### src/rtl/clampGenPkg.sv
package clampGenPkg;

  typedef enum logic [1:0] {
    ST_IDLE   = 2'd0,
    ST_WAIT   = 2'd1,
    ST_ACTIVE = 2'd2
  } clampState_t;

  // strobes from control to the counting datapath
  typedef struct packed {
    logic capture;  // latch settings, load placement wait
    logic loadDur;  // load duration count
    logic dec;      // count down one pixel
  } cntStrobe_t;

endpackage

### src/rtl/clampGenCount.sv
module clampGenCount
  import clampGenPkg::*;
#(
  parameter int CNT_W = 8
) (
  input  logic             clk,
  input  logic             rst,
  input  cntStrobe_t       strobe,
  input  logic [CNT_W-1:0] placeCfg,
  input  logic [CNT_W-1:0] durCfg,
  output logic             cntZero,
  output logic             durZero
);

  localparam logic [CNT_W-1:0] CNT_ONE = CNT_W'(1);

  logic [CNT_W-1:0] cnt;
  logic [CNT_W-1:0] durLatch;
  logic [CNT_W-1:0] placeLoad;

  // a zero placement is promoted to one pixel: remaining count 0
  always_comb begin
    if (placeCfg == '0) placeLoad = '0;
    else                placeLoad = placeCfg - CNT_ONE;
  end

  always_ff @(posedge clk) begin
    if (rst) begin
      cnt      <= '0;
      durLatch <= '0;
    end else if (strobe.capture) begin
      cnt      <= placeLoad;
      durLatch <= durCfg;
    end else if (strobe.loadDur) begin
      cnt      <= durLatch - CNT_ONE;
    end else if (strobe.dec) begin
      cnt      <= cnt - CNT_ONE;
    end
  end

  assign cntZero = (cnt == '0);
  assign durZero = (durLatch == '0);

  // each decrement strobe lowers the remaining count by exactly one
  assert_count_step_R2: assert property (@(posedge clk) disable iff (rst)
    (strobe.dec && !strobe.capture && !strobe.loadDur) |=> cnt == CNT_W'($past(cnt) - CNT_ONE));

endmodule

### src/rtl/clampGenCtrl.sv
module clampGenCtrl
  import clampGenPkg::*;
(
  input  logic       clk,
  input  logic       rst,
  input  logic       hsyncIn,
  input  logic       extSel,
  input  logic       extClampIn,
  input  logic       cntZero,
  input  logic       durZero,
  output cntStrobe_t strobe,
  output logic       clampOut
);

  clampState_t state, stateNext;
  logic        hsyncPrev;
  logic        trailEdge;
  logic        clampNext;

  always_ff @(posedge clk) begin
    if (rst) hsyncPrev <= 1'b0;
    else     hsyncPrev <= hsyncIn;
  end

  assign trailEdge = hsyncPrev & ~hsyncIn;

  always_comb begin
    stateNext = state;
    clampNext = 1'b0;
    strobe    = '0;
    if (extSel) begin
      stateNext = ST_IDLE;
    end else if (trailEdge) begin
      stateNext      = ST_WAIT;
      strobe.capture = 1'b1;
    end else begin
      case (state)
        ST_WAIT: begin
          if (cntZero) begin
            if (durZero) begin
              stateNext = ST_IDLE;
            end else begin
              stateNext      = ST_ACTIVE;
              strobe.loadDur = 1'b1;
              clampNext      = 1'b1;
            end
          end else begin
            strobe.dec = 1'b1;
          end
        end
        ST_ACTIVE: begin
          if (cntZero) begin
            stateNext = ST_IDLE;
          end else begin
            strobe.dec = 1'b1;
            clampNext  = 1'b1;
          end
        end
        default: stateNext = ST_IDLE;
      endcase
    end
  end

  always_ff @(posedge clk) begin
    if (rst) begin
      state    <= ST_IDLE;
      clampOut <= 1'b0;
    end else begin
      state    <= stateNext;
      clampOut <= extSel ? extClampIn : clampNext;
    end
  end

  // the output rises only when the placement wait runs out
  assert_rise_after_wait_R1: assert property (@(posedge clk) disable iff (rst)
    ($rose(clampOut) && !$past(extSel)) |-> ($past(state) == ST_WAIT && $past(cntZero)));

  // an active window with count left keeps the output high
  assert_hold_active_R2: assert property (@(posedge clk) disable iff (rst)
    (state == ST_ACTIVE && !cntZero && !extSel && !trailEdge) |=> clampOut);

  // never high in the cycle right after an internal trailing edge
  assert_edge_quiet_R3: assert property (@(posedge clk) disable iff (rst)
    (trailEdge && !extSel) |=> !clampOut);

  // zero duration ends the line without a pulse
  assert_zero_dur_R4: assert property (@(posedge clk) disable iff (rst)
    (state == ST_WAIT && cntZero && durZero && !extSel && !trailEdge) |=> (!clampOut && state == ST_IDLE));

  // external mode is a one-clock registered pass-through
  assert_ext_follow_R5: assert property (@(posedge clk) disable iff (rst)
    extSel |=> clampOut == $past(extClampIn));

  // every internal trailing edge restarts the placement wait
  assert_restart_R6: assert property (@(posedge clk) disable iff (rst)
    (trailEdge && !extSel) |=> state == ST_WAIT);

endmodule

### src/rtl/clampGen.sv
module clampGen
  import clampGenPkg::*;
#(
  parameter int CNT_W = 8
) (
  input  logic             clk,
  input  logic             rst,
  input  logic             hsyncIn,
  input  logic             extClampIn,
  input  logic             extSel,
  input  logic [CNT_W-1:0] placeCfg,
  input  logic [CNT_W-1:0] durCfg,
  output logic             clampOut
);

  cntStrobe_t strobe;
  logic       cntZero;
  logic       durZero;

  clampGenCtrl u_ctrl (
    .clk        (clk),
    .rst        (rst),
    .hsyncIn    (hsyncIn),
    .extSel     (extSel),
    .extClampIn (extClampIn),
    .cntZero    (cntZero),
    .durZero    (durZero),
    .strobe     (strobe),
    .clampOut   (clampOut)
  );

  clampGenCount #(.CNT_W(CNT_W)) u_count (
    .clk      (clk),
    .rst      (rst),
    .strobe   (strobe),
    .placeCfg (placeCfg),
    .durCfg   (durCfg),
    .cntZero  (cntZero),
    .durZero  (durZero)
  );

endmodule

### config.mk
export PLATFORM = sky130hd
export DESIGN_NAME = clampGen
export DESIGN_NICKNAME = d
export VERILOG_FILES = /design/src/rtl/clampGenPkg.sv /design/src/rtl/clampGenCount.sv /design/src/rtl/clampGenCtrl.sv /design/src/rtl/clampGen.sv
export SDC_FILE = /design/constraint.sdc
export NUM_CORES = 1
export LEC_CHECK = 0
export ABC_AREA = 1
export BUFFER_PORTS_ARGS = -buffer_cell sky130_fd_sc_hd__buf_2
export CORE_ASPECT_RATIO = 1.4
export CORE_UTILIZATION = 51
export DETAILED_ROUTE_END_ITERATION = 6
export GPL_TIMING_DRIVEN = 1
export PLACE_DENSITY = 0.8
export SYNTH_ARGS = -nofsm -noshare
export SYNTH_HDL_FRONTEND = slang
export SYNTH_SLANG_ARGS = --single-unit
### constraint.sdc
create_clock -name clk -period 1.9 [get_ports clk]
set_clock_uncertainty 0.1 [all_clocks]
set_input_delay 0.285 -clock clk [delete_from_list [all_inputs] [get_ports clk]]
set_output_delay 0.285 -clock clk [all_outputs]
set_load 0.02 [all_outputs]
# Yosys cells after proc, flatten, opt, wreduce, memory -nomap -nowiden
# Index checks and enable logic that the tools add are counted.
totals:
  romBits: 0
  n_memories: 0
  regBits: 20
  inputBits: 21
  elab_cells: 46
  latchBits: 0
  ram_bits: 0
classes:
  reduce_logical: 9
  multipliers: 0
  addsub: 3
  shift: 0
  eq_ne: 6
  div: 0
  bitwise_logic: 2
  magnitude_cmp: 0
  muxes: 20
ops:
  columns: ["op", "n"]
  rows:
  - ["$mux 8", 4]
  - ["$logic_not 8->1", 3]
  - ["$sub 8x1->8 const B", 3]
  - ["$mux 1", 9]
  - ["$mux 2", 4]
  - ["$ne 3x2->1 const B", 2]
  - ["$ne 2x2->1 const B", 2]
  - ["$pmux 2 s2", 1]
  - ["$reduce_and 2->1", 2]
  - ["$reduce_or 2->1", 2]
  - ["$mux 3", 1]
  - ["$reduce_bool 3->1", 1]
  - ["$reduce_or 3->1", 1]
  - ["$eq 2x1->1 const B", 1]
  - ["$eq 2x2->1 const B", 1]
  - ["$pmux 1 s2", 1]
  - ["$and 1x1->1", 1]
  - ["$not 1->1", 1]

# Longest topological paths before layout
# Gate-level depths: netlist of run 1.
logic_depth:
  word_depth: 9
  mapped_depth: 14
  depth_no_buf: 14

# Modules after synthesis
# From an unflattened synthesis of run 1, not the netlist that was laid out.
unflattened:
  cells_unflattened: 221
  hier_area_um2: 1415.1
modules_own_cells:
  columns: ["mod", "cells_per_inst", "area_per_inst_um2", "seq_area_each_um2", "n_inst"]
  rows:
  - ["clampGenCount", 187, 1154.9, 320.3, 1]
  - ["clampGenCtrl", 34, 260.2, 80.1, 1]

# Least setup slack after synthesis of run 1
# No wires, ideal clock.
synth_timing:
  path_type: "reg2reg"
  from: "register u_ctrl.state[1]"
  to: "register u_count.cnt[4]"
  t_required_ns: 1.681
  setup_time_ns: 0.119
  arrival_ns: 1.714
  synth_period_minus_slack_ns: 1.933
  path_stages_with_launch: 14
  path_slack_ns: -0.033
  cell_sequence: "dfxtp_1 > inv_1 > ha_1 > inv_1 > nor2_4 > nand4_1 > nand2_2 > ha_1 > inv_1 > nor2_1 > nand2_1 > xor2_1 > nand2_1 > a21oi_1"
synth_between:
  elab_chain_len: 6
synth_lines:
  columns: ["element", "line", "text"]
  rows:
  - ["from (decl)", "clampGenCtrl.sv:15", "clampState_t state, stateNext;"]
  - ["from (signal assigned)", "clampGenCtrl.sv:69", "state <= stateNext;"]
  - ["$eq 2x2->1 / $eq 2x1->1 (equally long branches)", "clampGenCtrl.sv:37", "case (state)"]
  - ["$reduce_or 2->1 (no source line) / $mux 1 (equally long branches)", null, null]
  - ["$mux 1 / $mux 2 (equally long branches)", null, null]
  - ["$mux 2 (*)", "clampGenCtrl.sv:33", "end else if (trailEdge) begin"]
  - ["$mux 3 (*)", "clampGenCtrl.sv:31", "if (extSel) begin"]
  - ["$reduce_bool 3->1 (no source line) / $mux 8 (equally long branches)", null, null]
  - ["to (signal assigned)", "clampGenCount.sv:32", "cnt <= placeLoad;"]
  - ["to (signal assigned)", "clampGenCount.sv:35", "cnt <= durLatch - CNT_ONE;"]
  - ["to (signal assigned)", "clampGenCount.sv:37", "cnt <= cnt - CNT_ONE;"]
  - ["to (decl)", "clampGenCount.sv:17", "logic [CNT_W-1:0] cnt;"]
# Mark *: on every way between the ends. The rest lies on a longest branch, timed or not.
# A chain may end at the register's enable or synchronous reset.

# Final worst setup path of run 1
layout_timing:
  from: "register u_count.cnt[4]"
  to: "register u_count.cnt[4]"
layout_between:
  elab_chain_len: 7
layout_lines:
  columns: ["element"]
  rows:
  - ["parallel branches: the longest is 7 deep, another holds $sub 8x1->8"]
# Parallel ways; which one is timed is not known. The select of a mux whose other input is x is not followed.

==> results.md, run 1 <==
* Crit-path cells: nor2_2, nand2_2, nor2_4, nand4_4, o21bai_4, inv_2, ha_4, inv_2, nor2_4, nand2_2, xor2_1, nand2_1, a21oi_1
* Worst vdd ir at 0.361 mV
* Crit path launch: u_count.cnt[4]
* Top cell type's share of synthesized area at 0.277
* Sw Ratio at 0.332
* Power per cell area at 564 nW/µm²
* Post-synth ARST share at 0
* P_leak at around 0.00086 µW
* Row count at 22
* Area leader, netlist: dfxtp_1
* Crit path max-delay family: simple AND/OR/NAND/NOR gates
* Slew Viols, Final at 0
* First-pass GRT wire length at 5440 µm
* Worst path depth at 13
* Worst Max-Slew Pin Slew at 0.386 ns
* Worst hold path startpoint: hsyncIn
* Initial Utilization at 0.547
* Max FO, Critical Path at 4
* CTS max path bufs at 2
* Hold-fix buffers, CTS at 0
* Min Clock Period, post-route at between 1.5 and 2 ns
* Area Overhead vs Synth at 27.5%
* RR Startpoint: u_count.cnt[4]
* Worst Hold Depth at 3
* TritonCTS clock tree: done
* Share of post-route cells with drive strength above 1 at 0.376
* Final hold vios at 0
* Num Clock Sinks at 20
* Via count at 1484
* Avg Inst Size Synth at 6.95 µm²
* Tcrit/Tclk final at 0.998
* Final antenna-violating net count at 0
* Drt wl/cell at between 10 and 15 µm
* Slowest-stage cell, CP: dfxtp_1
* Placer Congestion at between 0.8 and 0.9
* Final WL at 3450 µm
* Largest net degree at the start of global routing at 24
* H-tree depth at 1
* Critical Path Max Stage Delay at 0.35 ns
* CP bufs+invs at 2
* Seq/Total Area, Yosys at 0.277
* Ys flop type: dfxtp_1
* Post-synth net total at ~230
* Initial DRC count at 36
* Num CTS Buffers at 3
* Reg2reg path depth at 13
* # port buffers at 21
* Core area at 2640 µm²
* Endpoints failing setup at 0
* Overall routing resource usage at 0.236
* Crit. End Element: flip-flop
* Ports at 22
* Sequential share of power at 0.432
* Initial antenna violation count at 0
* Logic pwr share at 0.316
* Final nets at ~280
* Area of the multi-input gates at 945 µm²
* Ys Warns at 0
* RSZ-0062 raised after global routing: true
* Worst-path clk slew at 0.12 ns
* Grt ovf at 0
* Clock share of power at 0.252
* Critical Path RT at 2.05 ns
* R2R Path End: u_count.cnt[4]
* R2r setup slk at 0.004 ns
* Status: finished clean
* Tot Pwr at 1040 µW
* Die H at 65.0 µm
* Number of synthesized register bits at 20
* Cell Area, Placed at 1650 µm²
* Top post-synthesis cells by area: dfxtp_1, inv_1, nand2_1
* Cell Area, Synth at roughly 1400 µm²
* Residual DRC at 0
* Synth cell types at 32
* Hpwl dp at 2470 µm
* Sequential Area at 409 µm²
* HP Class: primary input to flip-flop
* Clock Latency Late Sink at ~0.32 ns
* Critical Path AT at 2.05 ns
* N_diodes at 0
* Psw at about 350 µW
* Max-slew headroom at 0.743
* Fmax at 0.527 GHz
* Via density per instance at 5.19
* Number of synthesized flops with an enable pin at 0
* Internal power at 695 µW
* DIE AREA at roughly 3100 µm²
* Die Wd at 47.0 µm
* CP endpoint: u_count.cnt[4]
* Type of origin of the critical path: flip-flop
* Maxcap violations at 0
* Filler cells at 229
* Synth Instances at around 210
* CP Class: flip-flop to flip-flop
* Vias in the first global route at 1396
* Clk root buf: clkbuf_4
* Post-route design area at 1840 µm²
* DRT Pass-1 Iters at 5
kinds of logic after synthesis:
family	after synthesis	synth area share
flip-flops	20	0.277
buffers and inverters	41	0.114
XOR/XNOR	7	0.0424
adder cells (fa/ha/maj)	4	0.0346
AO/OA/AOI/OAI	48	0.195
AND/OR/NAND/NOR	88	0.337
placed cells by master (no fill, tap or decap), types with 3 or more instances in the layout:
cell and n:
a21oi_2 5, xor2_1 5, inv_2 6, o21ai_1 3
nor2_2 5, clkbuf_4 3, inv_1 29, buf_2 21
buf_4 20, o21ai_0 16, nand4_1 8, nor2_1 19
dfxtp_1 13, nor2_4 5, a21oi_1 18, dfxtp_2 7
nand3_2 3, nand2_4 3, nand3_1 7, nand2_1 27
nand2_2 7
cell usage after synthesis, types with 3 or more instances:
cell type / count
dfxtp_1: 20
xor2_1: 5
a21oi_1: 19
nand4_1: 8
nor2_4: 4
nor2_1: 22
nand2_2: 6
inv_1: 32
nand3_1: 8
nor2_2: 3
a21oi_2: 4
ha_1: 4
nand2_1: 29
o21ai_0: 17
inv_2: 4
sequential cells by signal (all words and copies together) (netlist names):
signal,flops
u_ctrl.state,2
u_count.durLatch,8
u_ctrl.clampOut,1
u_count.cnt,8
u_ctrl.hsyncPrev,1
worst min-delay path: cells and delay by family:
kind / cells / cell delay (ns)
simple gates: 1 / 0.03
buf+inv: 2 / 0.15
power by group through the flow:
stage / clock network, µW / logic [µW] / registers, µW
after floorplan: 0 / 206 / 455
after global placement: 0 / 275 / 456
after detailed placement: 0 / 279 / 457
after CTS: 261 / 299 / 448
after global routing: 287 / 366 / 451
final: 262 / 328 / 450
per-layer routing:
metal	up-vias	share of wire	wire length, µm	global-route usage
met2	35	0.53	1840	0.446
li1	760	-	-	-
met5	-	0	0	0
met3	9	0.034	116	0.0362
met4	0	0.025	87	0.0821
met1	680	0.41	1410	0.243
timing repair:
| action | CTS | global route |
|---|---|---|
| endpoints found under the setup margin | 3 | 6 |
| buffers inserted | 4 | 7 |
| cloned | 0 | 0 |
| pin swaps | 6 | 14 |
| resized for setup | 10 | 16 |
through the flow:
stage	setup TNS (ns)	worst slack, ns	cells	hold WS (ns)	util
after detailed placement	-0.0289	-0.0289	271	0.371	0.623
after CTS	-0.00612	-0.00612	279	0.0848	0.661
final	0	0.00351	286	0.0751	0.697
after global placement	0	0.0388	271	0.367	0.623
after floorplan	0	0.000476	208	0.254	-
after global routing	-0.519	-0.129	286	0.0709	0.697
final cells by class:
| class | instances | area share |
|---|---|---|
| clock buffer | 4 | 0.0197 |
| inverter | 37 | 0.0767 |
| multi-input combinational | 147 | 0.513 |
| tap | 36 | 0.0244 |
| sequential | 20 | 0.222 |
| timing repair buffer | 42 | 0.145 |
how the worst min path moves through the flow:
stage,to
after detailed placement,u_count.durLatch[5]
after CTS,u_ctrl.hsyncPrev
after global routing,u_count.cnt[1]
final,u_ctrl.hsyncPrev
after global placement,u_count.durLatch[4]
after floorplan,u_ctrl.clampOut
Power figures use the tool's default switching activity.
==> run 2, diff against run 1 <==
--- a/config.mk
+++ b/config.mk
@@ -11,6 +11,7 @@
 export CORE_UTILIZATION = 51
 export DETAILED_ROUTE_END_ITERATION = 6
 export GPL_TIMING_DRIVEN = 1
+export HOLD_SLACK_MARGIN = 0.08
 export PLACE_DENSITY = 0.8
 export SYNTH_ARGS = -nofsm -noshare
 export SYNTH_HDL_FRONTEND = slang
==> run 2 against run 1 <==
- the run now ends with setup timing left
- highest routed layer unchanged
- cell count up 0.35%
- setup slack worse by 0.046 ns
- critical endpoint unchanged
- non-clock buffer count rose by 1
- sequential share of layout area fell by 0.12 points
- sequential cell count stayed put
- clock-buffer cell count is the same
- wire length up 2.1%
- largest cell class unchanged
==> results.md, run 2 (same netlist as run 1, synthesis figures left out) <==
* Status: finished with violations
* Failing checks: setup timing
* Max FO, Critical Path at 4 (unchanged)
* Met3 WL at 97 µm (-16%)
* Via density per instance at 5.19 (about the same)
* Area of the multi-input gates at 945 µm² (unchanged)
* TritonCTS clock tree: done
* Sequential Area at 409 µm² (unchanged)
* Vias in the first global route at 1396 (unchanged)
* Crit. End Element: flip-flop
* Core area at 2640 µm² (unchanged)
* Tcrit/Tclk final at 1.02 (+0.0242)
* Final Non-Filler Cells at 287 (+0.35%)
* Clk root buf: clkbuf_4
* Drt wl/cell at 12.3 µm (+1.8%)
* Most common cell after layout, fill and taps aside: inv_1
* Grt ovf at 0 (unchanged)
* Ports at 22 (unchanged)
* DP Cell Count at 271 (unchanged)
* Initial DRC count at 43 (+19%)
* R2r setup slk at -0.04 ns (-0.05 ns)
* Type of origin of the critical path: flip-flop
* CP Class: flip-flop to flip-flop
* Final antenna-violating net count at 0 (unchanged)
* RSZ-0062 raised after global routing: true
* HP Class: primary input to flip-flop
* Filler cells at 227 (-0.87%)
* Clock Latency Late Sink at 0.32 ns (about the same)
* First-pass GRT wire length at 5440 µm (unchanged)
* Num Clock Sinks at 20 (unchanged)
* Placer Congestion at 0.882 (unchanged)
* Overall routing resource usage at 0.236 (unchanged)
* Maxcap violations at 0 (unchanged)
* Worst-path clk slew at 0.13 ns (about the same)
* Endpoints failing setup at 5 (+5)
* Area Overhead vs Synth at 28.2%
* Most frequent cells in the layout: inv_1, nand2_1, buf_2
* DIE AREA at 3050 µm² (unchanged)
* Initial Utilization at 0.547 (unchanged)
* Final nets at 277 (+0.36%)
* Slew Viols, Final at 0 (unchanged)
* Setup WS post-layout at -0.0424 ns (-0.0459 ns)
* Max-slew headroom at 0.744 (+0.000911)
* Clock share of power at 0.253 (about the same)
* Sequential share of power at 0.430 (-0.002)
* Metal2 WL at 1890 µm (+2.7%)
* Internal power at 696 µW (+0.21%)
* DRT Pass-1 Iters at 4 (-1)
* Cell Area, Placed at 1650 µm² (unchanged)
* CTS max path bufs at 2 (unchanged)
* Critical Path AT at 2.10 ns (+0.05 ns)
* Die Wd at 47.0 µm (unchanged)
* Power per cell area at 565 nW/µm² (+0.11%)
* Largest net degree at the start of global routing at 24 (unchanged)
* Hpwl dp at 2470 µm (unchanged)
* Final core occ at 0.701 (+0.00379)
* Final WL at 3520 µm (+2.1%)
* M1 wire length at 1460 µm (+3.4%)
* DR top layer: met4
* Worst vdd ir at 0.358 mV (-0.82%)
* Sw Ratio at 0.335 (+0.00292)
* Initial antenna violation count at 0 (unchanged)
* Final hold vios at 0 (unchanged)
* N_diodes at 0 (unchanged)
* Residual DRC at 0 (unchanged)
* Die H at 65.0 µm (unchanged)
* Post-route design area at 1850 µm² (+0.54%)
* Row count at 22 (unchanged)
* Fmax at 0.515 GHz (-2.4%)
* Via count at 1489 (+0.34%)
* Logic pwr share at 0.318 (+0.002)
* Num CTS Buffers at 3 (unchanged)
* Psw at 351 µW (+1.5%)
* # port buffers at 21 (unchanged)
* H-tree depth at 1 (unchanged)
* Share of post-route cells with drive strength above 1 at 0.375 (-0.00150)
* Regs by FF count: u_count.cnt (8), u_count.durLatch (8), u_ctrl.state (2)
* Critical Path RT at 2.06 ns (about the same)
* P_leak at 0.000866 µW (+0.48%)
* Worst Max-Slew Pin Slew at 0.384 ns (-0.00137 ns)
* Min Clock Period, post-route at 1.94 ns (+0.0459 ns)
## run 2: worst paths after layout
| path | end | from | cells after the start |
|---|---|---|---|
| hold / removal | u_ctrl.hsyncPrev | hsyncIn | 3 |
| setup / recovery | u_count.cnt[4] | u_count.cnt[6] | 13 |
| setup reg to reg | u_count.cnt[4] | u_count.cnt[6] | 13 |
| hold reg to reg | u_count.durLatch[5] | u_count.durLatch[5] | 2 |
## run 2: worst max-delay path: stages (launching register included)
cell,delay (ns)
dfxtp_2,0.36
nor2_2,0.15
nand2_2,0.09
nor2_4,0.16
nand4_4,0.14
o21bai_4,0.16
inv_2,0.07
ha_4,0.16
inv_2,0.06
nor2_4,0.05
nand2_2,0.06
xor2_1,0.14
nand2_1,0.06
a21oi_1,0.12
## run 2: stage by stage
stage                     hold WS, ns  setup slack, ns  TNS (ns)  total power (µW)
after floorplan                 0.254         0.000476         0               660
after global placement          0.367           0.0388         0               730
after detailed placement        0.371          -0.0289   -0.0289               736
after CTS                      0.0848         -0.00612  -0.00612              1010
after global routing           0.0909           -0.138    -0.596              1110
final                          0.0738          -0.0424   -0.0902              1050
## run 2: cell type report
class | count | area share
clock buffer | 4 | 0.0196
timing repair buffer | 43 | 0.149
sequential | 20 | 0.221
multi-input combinational | 147 | 0.510
inverter | 37 | 0.0763
tap | 36 | 0.0243
## run 2: power groups by stage
stage	combinational [µW]	clock [µW]	sequential, µW
after floorplan	206	0	455
after global placement	275	0	456
after detailed placement	279	0	457
after CTS	299	261	448
after global routing	369	287	451
final	333	265	450
## run 2: layer usage
metal | vias to the layer above | global-route usage
li1 | 762 | -
met1 | 682 | 0.243
met2 | 36 | 0.446
met3 | 9 | 0.0362
met4 | 0 | 0.0821
met5 | - | 0
## run 2: timing repair
item	in CTS	in global routing
pin swaps	6	14
setup buffers	4	7
endpoints found under the hold margin	0	3
gates resized for setup	10	16
hold buffers	0	1
endpoints found under the setup margin	3	6
